**src/rtl/e1_tx_pkg.sv**
```systemverilog
package e1_tx_pkg;
  typedef struct packed {
    logic frac_en;
    logic frac_sync;
    logic gap_en;
    logic hs_mode;
  } tx_ctrl_t;
endpackage

```
**src/rtl/e1_tx_bit_counter.sv**
```systemverilog
module e1_tx_bit_counter #(
  parameter int BITS_PER_TS   = 8,
  parameter int TS_PER_FRAME  = 32,
  parameter int FRAMES_PER_MF = 16,
  localparam int BIT_W = $clog2(BITS_PER_TS),
  localparam int TS_W  = $clog2(TS_PER_FRAME),
  localparam int FR_W  = $clog2(FRAMES_PER_MF)
) (
  input  logic            clk_i,
  input  logic            rst_ni,
  input  logic            bit_en_i,
  output logic [BIT_W-1:0] bit_o,
  output logic [TS_W-1:0]  ts_o,
  output logic [FR_W-1:0]  fr_o,
  output logic            frame_end_o,
  output logic            mf_first_o
);
  localparam logic [BIT_W-1:0] BIT_MAX = BIT_W'(BITS_PER_TS - 1);
  localparam logic [TS_W-1:0]  TS_MAX  = TS_W'(TS_PER_FRAME - 1);
  localparam logic [FR_W-1:0]  FR_MAX  = FR_W'(FRAMES_PER_MF - 1);

  logic [BIT_W-1:0] bit_q;
  logic [TS_W-1:0]  ts_q;
  logic [FR_W-1:0]  fr_q;
  logic ts_end, fr_end;

  assign ts_end = bit_en_i && (bit_q == BIT_MAX);
  assign fr_end = ts_end && (ts_q == TS_MAX);

  always_ff @(posedge clk_i or negedge rst_ni) begin
    if (!rst_ni) begin
      bit_q <= '0;
      ts_q  <= '0;
      fr_q  <= '0;
    end else if (bit_en_i) begin
      bit_q <= (bit_q == BIT_MAX) ? '0 : bit_q + 1'b1;
      if (ts_end) ts_q <= (ts_q == TS_MAX) ? '0 : ts_q + 1'b1;
      if (fr_end) fr_q <= (fr_q == FR_MAX) ? '0 : fr_q + 1'b1;
    end
  end

  assign bit_o       = bit_q;
  assign ts_o        = ts_q;
  assign fr_o        = fr_q;
  assign frame_end_o = fr_end;
  assign mf_first_o  = (bit_q == '0) && (ts_q == '0) && (fr_q == '0);
endmodule

```
**src/rtl/e1_tx_ctrl_shadow.sv**
```systemverilog
module e1_tx_ctrl_shadow
  import e1_tx_pkg::*;
(
  input  logic     clk_i,
  input  logic     rst_ni,
  input  logic     load_i,
  input  tx_ctrl_t ctrl_i,
  output tx_ctrl_t ctrl_o
);
  tx_ctrl_t ctrl_q;

  always_ff @(posedge clk_i or negedge rst_ni) begin
    if (!rst_ni)     ctrl_q <= '0;
    else if (load_i) ctrl_q <= ctrl_i;
  end

  assign ctrl_o = ctrl_q;
endmodule

```
**src/rtl/e1_tx_fast_clk.sv**
```systemverilog
module e1_tx_fast_clk #(
  parameter int FAST_DIV = 8,
  localparam int CNT_W = (FAST_DIV > 2) ? $clog2(FAST_DIV) : 1
) (
  input  logic clk_i,
  input  logic rst_ni,
  output logic fast_clk_o
);
  localparam logic [CNT_W-1:0] CNT_MAX = CNT_W'(FAST_DIV - 1);
  localparam logic [CNT_W-1:0] HALF    = CNT_W'(FAST_DIV / 2);

  logic [CNT_W-1:0] cnt_q;

  always_ff @(posedge clk_i or negedge rst_ni) begin
    if (!rst_ni) cnt_q <= '0;
    else         cnt_q <= (cnt_q == CNT_MAX) ? '0 : cnt_q + 1'b1;
  end

  assign fast_clk_o = (cnt_q < HALF);
endmodule

```
**src/rtl/e1_tx_frac_capture.sv**
```systemverilog
module e1_tx_frac_capture (
  input  logic clk_i,
  input  logic rst_ni,
  input  logic act_i,
  input  logic sync_sel_i,
  input  logic bit_en_i,
  input  logic chan_clk_i,
  input  logic data_i,
  output logic data_o,
  output logic valid_o
);
  logic chan_q, data_q, valid_q, cap;

  // sync_sel=1: serial bit enable strobes, channel clock qualifies
  assign cap = act_i && (sync_sel_i ? (bit_en_i && chan_clk_i)
                                    : (chan_clk_i && !chan_q));

  always_ff @(posedge clk_i or negedge rst_ni) begin
    if (!rst_ni) begin
      chan_q  <= 1'b0;
      data_q  <= 1'b0;
      valid_q <= 1'b0;
    end else begin
      chan_q  <= chan_clk_i;
      valid_q <= cap;
      if (cap) data_q <= data_i;
    end
  end

  assign data_o  = data_q;
  assign valid_o = valid_q;
endmodule

```
**src/rtl/e1_tx_timing.sv**
```systemverilog
module e1_tx_timing
  import e1_tx_pkg::*;
#(
  parameter int BITS_PER_TS   = 8,
  parameter int TS_PER_FRAME  = 32,
  parameter int FRAMES_PER_MF = 16,
  parameter int FAST_DIV      = 8,
  localparam int BIT_W = $clog2(BITS_PER_TS),
  localparam int TS_W  = $clog2(TS_PER_FRAME),
  localparam int FR_W  = $clog2(FRAMES_PER_MF)
) (
  input  logic            clk_i,
  input  logic            rst_ni,
  input  logic            bit_en_i,
  input  logic            frac_en_i,
  input  logic            frac_sync_i,
  input  logic            gap_en_i,
  input  logic            hs_mode_i,
  input  logic            chan_clk_i,
  input  logic            frac_data_i,
  input  logic            sig_i,
  output logic [TS_W-1:0] ts_id_o,
  output logic            ser_clk_en_o,
  output logic            sig_o,
  output logic            frac_data_o,
  output logic            frac_valid_o
);
  logic [BIT_W-1:0] bit_q;
  logic [TS_W-1:0]  ts_q;
  logic [FR_W-1:0]  fr_q;
  logic frame_end, mf_first, fast_clk, frac_act, sig_act;
  tx_ctrl_t ctrl_d, ctrl_q;

  e1_tx_bit_counter #(
    .BITS_PER_TS(BITS_PER_TS), .TS_PER_FRAME(TS_PER_FRAME), .FRAMES_PER_MF(FRAMES_PER_MF)
  ) u_cnt (
    .clk_i, .rst_ni, .bit_en_i,
    .bit_o(bit_q), .ts_o(ts_q), .fr_o(fr_q),
    .frame_end_o(frame_end), .mf_first_o(mf_first)
  );

  assign ctrl_d = '{frac_en: frac_en_i, frac_sync: frac_sync_i,
                    gap_en: gap_en_i, hs_mode: hs_mode_i};

  e1_tx_ctrl_shadow u_shadow (
    .clk_i, .rst_ni, .load_i(frame_end), .ctrl_i(ctrl_d), .ctrl_o(ctrl_q)
  );

  e1_tx_fast_clk #(.FAST_DIV(FAST_DIV)) u_fast (
    .clk_i, .rst_ni, .fast_clk_o(fast_clk)
  );

  assign frac_act = ctrl_q.frac_en && !ctrl_q.hs_mode;
  assign sig_act  = frac_act || ctrl_q.hs_mode;

  e1_tx_frac_capture u_frac (
    .clk_i, .rst_ni,
    .act_i(frac_act), .sync_sel_i(ctrl_q.frac_sync),
    .bit_en_i, .chan_clk_i, .data_i(frac_data_i),
    .data_o(frac_data_o), .valid_o(frac_valid_o)
  );

  // pin function mux
  always_comb begin
    ts_id_o = ts_q;
    if (frac_act) begin
      ts_id_o    = '0;
      ts_id_o[2] = fast_clk;
      ts_id_o[3] = mf_first;
    end else if (ctrl_q.hs_mode) begin
      ts_id_o[0] = 1'b0;
    end
  end

  assign ser_clk_en_o = bit_en_i && (!ctrl_q.gap_en || (ts_q != '0));
  assign sig_o        = sig_act && sig_i;
endmodule

```
**config.mk**
```make
export PLATFORM = sky130hd
export DESIGN_NAME = e1_tx_timing
export DESIGN_NICKNAME = d
export VERILOG_FILES = /design/src/rtl/e1_tx_pkg.sv /design/src/rtl/e1_tx_bit_counter.sv /design/src/rtl/e1_tx_ctrl_shadow.sv /design/src/rtl/e1_tx_fast_clk.sv /design/src/rtl/e1_tx_frac_capture.sv /design/src/rtl/e1_tx_timing.sv
export SDC_FILE = /design/constraint.sdc
export NUM_CORES = 1
export LEC_CHECK = 0
export ABC_AREA = 0
export BUFFER_PORTS_ARGS = -buffer_cell sky130_fd_sc_hd__buf_2
export CAP_MARGIN = 20
export CORE_ASPECT_RATIO = 0.6
export CORE_MARGIN = 3
export CORE_UTILIZATION = 48
export DETAILED_ROUTE_END_ITERATION = 16
export HOLD_SLACK_MARGIN = 0.02
export PLACE_DENSITY = 0.76
export SLEW_MARGIN = 10
export SYNTH_ARGS = -nofsm -noshare
export SYNTH_HDL_FRONTEND = slang
export SYNTH_SLANG_ARGS = --single-unit
```
**constraint.sdc**
```tcl
create_clock -name clk_i -period 2.5 [get_ports clk_i]
set_input_delay 0.25 -clock clk_i [delete_from_list [all_inputs] [get_ports clk_i]]
set_output_delay 0.25 -clock clk_i [all_outputs]
set_load 0.01 [all_outputs]
```
==> impl_metrics.toml, run 1 <==
[sta]
period_share = 0.780
post-route-worst-setup-slack_ns = 0.550
relSlewSlack = 0.679
hold_viol_final = 0
worst_clock_skew_ns = 0.00120
timing.setup.tns_ns = 0
worst_hold_slack_ns = 0.112
grt_setup_unrepaired = "false"
report.final.slew_viol_count = 0
worst_pin_slew_ns = 0.482
final_period_minus_worst_setup_slack_ns = 1.95
max_freq_mhz = 513
setup_violations = 0

[layout]
finalNetCount = 139
finish.utilization = 0.643
layoutNonFillerInstCount = 146
synthToLayoutAreaGrowth_pct = 17.9
antennaDiodeCount = 0
fraction_of_final_layout_cells_with_drive_strength_greater_than_1 = 0.195
layout.cell_area.non_filler_um2 = 1270
fillCellCount = 169

[synthesis]
synth_cell_type_count = 27
synthesis.area_per_instance_um2 = 11.1
yosys.cell_count.top_type = "sky130_fd_sc_hd__dfrtp_1"
synth_sequential_area_ratio = 0.509
synth_top_cells_by_area = "sky130_fd_sc_hd__dfrtp_1 51%, sky130_fd_sc_hd__ha_1 12%, sky130_fd_sc_hd__mux2_1 8.3%, sky130_fd_sc_hd__o21ai_1 3.7%, sky130_fd_sc_hd__nand3_1 3.2%"
yosys_warnings = 0
synthesis.nets = 117
yosys_register_bits = 22
synth.cells.most_frequent = "22 x sky130_fd_sc_hd__dfrtp_1, 10 x sky130_fd_sc_hd__ha_1, 8 x sky130_fd_sc_hd__inv_1, 8 x sky130_fd_sc_hd__mux2_1, 8 x sky130_fd_sc_hd__o21ai_1"
asyncSetResetFlopFracSynth = 1.00
synth_enable_flop_cells = 0
netlist.top_cell.by_area = "sky130_fd_sc_hd__dfrtp_1"
syn_inst = 97
yosys.area.top_type_share = 0.509
synth_flop_cell = "sky130_fd_sc_hd__dfrtp_1"
syn_area_um2 = 1080

[pwr]
max-vdd-ir-drop_mv = 0.357
pwr_density_nw_per_um2 = 765
power.leakage_nw = 0.651
total_design_power_uw = 975

[die]
coreArea_um2 = 1980
dieWidth_um = 67.3
die_area_um2 = 2880
io-pin-count = 19
core.rowCount = 12
initial_standard_cell_utilization_of_the_core = 0.545
dieHeight_um = 42.8

[worst_hold_path]
min_path_type = "input port to register"

[setup_path]
slowest_stage = "sky130_fd_sc_hd__dfrtp_1"
path_max_fanout = 5
critical_path_capture_point_type = "primary output"
timing.critical_path.cells = "inv_1 -> ha_1 -> nor4b_1 -> nand3_1 -> o21ai_1 -> buf_2"
critical_path.startpoint_type = "register"
critPathRequiredTime_ns = 2.25
arrival_ns = 1.70
worst-setup-path-type = "register to primary output"
setup_slack_of_the_worst_register_to_register_path_ns = 0.59
critPathMaxStageDelay_ns = 0.42

[clock_network]
clk_latency_ns = 0.26
clock_tree.root_cell = "sky130_fd_sc_hd__clkbuf_8"
clk_path_buf_depth = 2
cts_post_setup_buffers_inserted = 0
cts-htree-levels = 1
cts_tree = "done"
holdBufCountCts = 1
numCtsBuffers = 3
worst_setup_hold_path_clk_slew_ns = 0.08
cts.sink_count = 22
cts-resized-gates = 0

[place]
dpl-instance-area_um2 = 1190
place_hpwl_um = 1490
numPortBuffers = 18
detailedPlace.worstSlack_ns = 0.605
dpl.cell_count = 141
place_congestion = 0.764

[global_routing]
grt_remaining_overflow = 0
pin_count_of_the_biggest_net_entering_global_routing = 23
wire_length_of_the_first_global_routing_pass_um = 3560
grt.total_usage = 0.171
grt_antenna_before_repair = 0
first_global_vias = 739

[drt]
post-route-drc-count = 0
drt_first_pass_iters = 4
route.vias.total = 746
number_of_drc_violations_after_detailed_routing_iteration_0 = 53
detail_route.wl_per_cell_um = 13.4
vias_per_cell = 5.11
routed_wirelength_um = 1960
ant_nets = 0

[outcome]
outcome = "complete, no violations"

[flow_run]
timing.max_cap.violations = 0
-- worst paths after layout --
check	cells past startpoint	start	to
max	6	u_cnt.ts_o[0]$_DFFE_PN0P_	ts_id_o[3]
min	1	chan_clk_i	u_frac.chan_q$_DFF_PN0_
max reg2reg	5	u_cnt.ts_o[0]$_DFFE_PN0P_	u_shadow.ctrl_o[3]$_DFFE_PN0P_
min reg2reg	1	u_fast.cnt_q[0]$_DFF_PN0_	u_fast.cnt_q[0]$_DFF_PN0_
max in group asynchronous	2	rst_ni	u_frac.chan_q$_DFF_PN0_
min in group asynchronous	2	rst_ni	u_cnt.ts_o[4]$_DFFE_PN0P_
-- layer usage --
layer / GRT usage / vias to the layer above / part of all wire
met5: 0 / - / 0
met4: 0.0565 / 0 / 0.012
met3: 0.0688 / 4 / 0.052
met2: 0.242 / 13 / 0.47
met1: 0.234 / 353 / 0.47
li1: - / 376 / -
-- critical path, delay by kind of cell, from the launching register on --
kind | cells | cell delay, ns
flip-flops | 1 | 0.42
adder cells (fa/ha/maj) | 1 | 0.15
buffers and inverters | 2 | 0.27
AO/OA/AOI/OAI | 1 | 0.14
AND/OR/NAND/NOR | 2 | 0.45
-- area by class of cell --
cell class / count / area, um2 / area share
clock buffers: 3 / 41.3 / 0.0324
clock inverters: 1 / 30.0 / 0.0236
inverters: 8 / 30.0 / 0.0236
multi-input cells: 65 / 488 / 0.383
flip-flops and latches: 22 / 551 / 0.432
well taps: 28 / 35.0 / 0.0275
repair buffers: 19 / 100 / 0.0785
-- flip-flops by register name (all words and copies together), names as in the netlist --
name and count:
u_cnt.ts_o 5, u_cnt.fr_o 4, u_shadow.ctrl_o 4, u_cnt.bit_o 3, u_fast.cnt_q 3, u_frac.chan_q 1, u_frac.data_o 1, u_frac.valid_o 1
-- cells in the final DEF, fill, tap and decap left out, drive strengths merged --
| cell | count |
|---|---|
| dfrtp | 22 |
| buf | 18 |
| ha | 10 |
| inv | 8 |
| o21ai | 8 |
| mux2 | 8 |
| nand3 | 7 |
| nand2 | 7 |
| nor2 | 3 |
| clkbuf | 3 |
| and3 | 2 |
| nand2b | 2 |
| nor4b | 2 |
| and2 | 2 |
| nor2b | 2 |
| o21a | 1 |
| a21boi | 1 |
| or2 | 1 |
| a211oi | 1 |
| nor3 | 1 |
| xnor2 | 1 |
| nand4 | 1 |
| a21oi | 1 |
| o41ai | 1 |
| nor4 | 1 |
| a221o | 1 |
| xor2 | 1 |
| bufinv | 1 |
| dlygate4sd3 | 1 |
-- kinds of logic after synthesis --
logic type / after synthesis / share of synthesized area
adder cells (fa/ha/maj): 10 / 0.116
AO/OA/AOI/OAI: 14 / 0.0845
buffers and inverters: 10 / 0.0394
flip-flops: 22 / 0.509
XOR/XNOR: 2 / 0.0162
AND/OR/NAND/NOR: 31 / 0.152
multiplexers: 8 / 0.0833
-- where the power goes --
part	internal (mW)	switching [mW]	leakage, nW	total (mW)
combinational	0.0931	0.111	0.340	0.204
clock	0.214	0.115	0.0357	0.329
sequential	0.399	0.0425	0.275	0.442
Note: power is estimated with default switching activity, not from simulation.
==> run 2: changes to the inputs <==
--- a/config.mk
+++ b/config.mk
@@ -13,7 +13,7 @@
 export CORE_UTILIZATION = 48
 export DETAILED_ROUTE_END_ITERATION = 16
 export HOLD_SLACK_MARGIN = 0.02
-export PLACE_DENSITY = 0.76
+export PLACE_DENSITY = 0.79
 export SLEW_MARGIN = 10
 export SYNTH_ARGS = -nofsm -noshare
 export SYNTH_HDL_FRONTEND = slang
==> constraint.sdc (replaced) <==
create_clock -name clk_i -period 1.6 [get_ports clk_i]
set_input_delay 0.16 -clock clk_i [delete_from_list [all_inputs] [get_ports clk_i]]
set_output_delay 0.16 -clock clk_i [all_outputs]
set_load 0.01 [all_outputs]
==> impl_metrics.toml, run 2 (synthesis gave the netlist of run 1 again) <==
[outcome]
outcome = "finished, violations left"
failed_checks = "negative setup slack"

[die]
initial_standard_cell_utilization_of_the_core = 0.545
dieWidth_um = 67.3
io-pin-count = 19
die_area_um2 = 2880
coreArea_um2 = 1980
dieHeight_um = 42.8
core.rowCount = 12

[place]
place_congestion = 0.740
dpl-instance-area_um2 = 1240
place_hpwl_um = 1550
numPortBuffers = 18

[sta]
worst_clock_skew_ns = 0.00728
max_freq_mhz = 602
relSlewSlack = 0.669
hold_viol_final = 0
setup_violations = 7
post-route-worst-setup-slack_ns = -0.0615
timing.setup.tns_ns = -0.338
period_share = 1.04
grt_setup_unrepaired = "true"
worst_hold_slack_ns = 0.119
report.final.slew_viol_count = 0
final_period_minus_worst_setup_slack_ns = 1.66
worst_pin_slew_ns = 0.496

[drt]
detail_route.wl_per_cell_um = 15.4
ant_nets = 0
number_of_drc_violations_after_detailed_routing_iteration_0 = 38
drt_first_pass_iters = 4
route.vias.total = 818
routed_wirelength_um = 2430
vias_per_cell = 5.18
post-route-drc-count = 0

[global_routing]
grt_antenna_before_repair = 0
grt.total_usage = 0.174
first_global_vias = 796
grt_remaining_overflow = 0
wire_length_of_the_first_global_routing_pass_um = 3730
pin_count_of_the_biggest_net_entering_global_routing = 23

[clock_network]
worst_setup_hold_path_clk_slew_ns = 0.08
cts.sink_count = 22
clk_path_buf_depth = 2
cts_tree = "done"
clock_tree.root_cell = "sky130_fd_sc_hd__clkbuf_8"
numCtsBuffers = 3
cts-htree-levels = 1
clk_latency_ns = 0.27

[pwr]
max-vdd-ir-drop_mv = 0.650
share_clk_of_total_power = 0.245
netSwitchingPower_uw = 532
p_sw_frac = 0.318
combinational_share_of_power = 0.340
internal-power_mw = 1.14
power.leakage_nw = 0.704
pwr_density_nw_per_um2 = 1130
power.sequential.fraction = 0.415

[setup_path]
arrival_ns = 1.82
critPathRequiredTime_ns = 1.76
critical_path_capture_point_type = "register"
critical_path.startpoint_type = "register"
ff2ff_path_depth = 6
reg2reg_from = "u_cnt.ts_o[1]$_DFFE_PN0P_"
worst-setup-path-type = "register to register"
worstReg2RegEnd = "u_shadow.ctrl_o[0]$_DFFE_PN0P_"
path_max_fanout = 7
setup_slack_of_the_worst_register_to_register_path_ns = -0.06

[worst_hold_path]
holdCritStartpoint = "frac_data_i"
timing.hold.worst_path_depth = 2
min_path_type = "input port to register"
holdPathEnd = "u_frac.data_o$_DFFE_PN0P_"

[layout]
largest_reg_flops = 5
layout.cells.most_common_list = "22 x sky130_fd_sc_hd__dfrtp_1, 18 x sky130_fd_sc_hd__buf_2, 9 x sky130_fd_sc_hd__buf_4"
antennaDiodeCount = 0
synthToLayoutAreaGrowth_pct = 36.9
fraction_of_final_layout_cells_with_drive_strength_greater_than_1 = 0.408
finalNetCount = 151
layout.cell_area.non_filler_um2 = 1480
final_common_cell = "sky130_fd_sc_hd__dfrtp_1"

[flow_run]
timing.max_cap.violations = 0
run 2: power by group through the flow:
| stage | Combinational (mW) | Sequential, mW | Clock (mW) |
|---|---|---|---|
| global route | 0.623 | 0.704 | 0.444 |
| floorplan | 0.217 | 0.685 | 0 |
| CTS | 0.415 | 0.687 | 0.416 |
| finish | 0.569 | 0.694 | 0.410 |
| detailed placement | 0.330 | 0.704 | 0 |
| global placement | 0.318 | 0.695 | 0 |
run 2: what timing repair did:
item,in CTS,in global routing
hold buffers,2,0
hold endpoints to repair,23,0
pin swaps,0,4
setup buffers,4,5
setup endpoints to repair,7,13
gates resized for setup,10,12
run 2: routing by layer:
layer / wire (um) / GRT usage
met4: 6 / 0.0202
met3: 100 / 0.0635
met1: 1110 / 0.237
met2: 1210 / 0.271
met5: 0 / 0
run 2: area by class of cell:
class                   count  area (um2)
multi-input cells          65         609
well taps                  28        35.0
inverters                   8        30.0
clock buffers               4        55.1
flip-flops and latches     22         551
fillers                   139         502
repair buffers             31         200
run 2: metrics by stage:
stage / util / total power, mW / setup WS (ns) / instances
2_1_floorplan: - / 0.902 / -0.00285 / 97
3_3_place_gp: 0.626 / 1.01 / 0.0332 / 144
3_5_place_dp: 0.626 / 1.03 / -0.0586 / 144
4_1_cts: 0.701 / 1.52 / -0.0464 / 153
5_1_grt: 0.747 / 1.77 / -0.156 / 158
6_report: 0.747 / 1.67 / -0.0615 / 158
run 2: worst max-delay path by stage:
stage	startpoint	end	slack (ns)
2_1_floorplan	u_cnt.ts_o[1]$_DFFE_PN0P_	u_shadow.ctrl_o[0]$_DFFE_PN0P_	-0.003
3_3_place_gp	u_cnt.ts_o[0]$_DFFE_PN0P_	ts_id_o[3]	0.03
3_5_place_dp	u_cnt.ts_o[1]$_DFFE_PN0P_	u_shadow.ctrl_o[0]$_DFFE_PN0P_	-0.06
4_1_cts	u_cnt.ts_o[0]$_DFFE_PN0P_	u_cnt.ts_o[3]$_DFFE_PN0P_	-0.05
5_1_grt	u_cnt.ts_o[0]$_DFFE_PN0P_	ts_id_o[3]	-0.16
6_report	u_cnt.ts_o[1]$_DFFE_PN0P_	u_shadow.ctrl_o[0]$_DFFE_PN0P_	-0.06
run 2: critical path, stage by stage (launching register included):
cell and delay (ns):
sky130_fd_sc_hd__dfrtp_1 0.39, sky130_fd_sc_hd__buf_4 0.14, sky130_fd_sc_hd__ha_4 0.14, sky130_fd_sc_hd__and3_4 0.19, sky130_fd_sc_hd__ha_4 0.13, sky130_fd_sc_hd__and3_4 0.26, sky130_fd_sc_hd__mux2_4 0.31
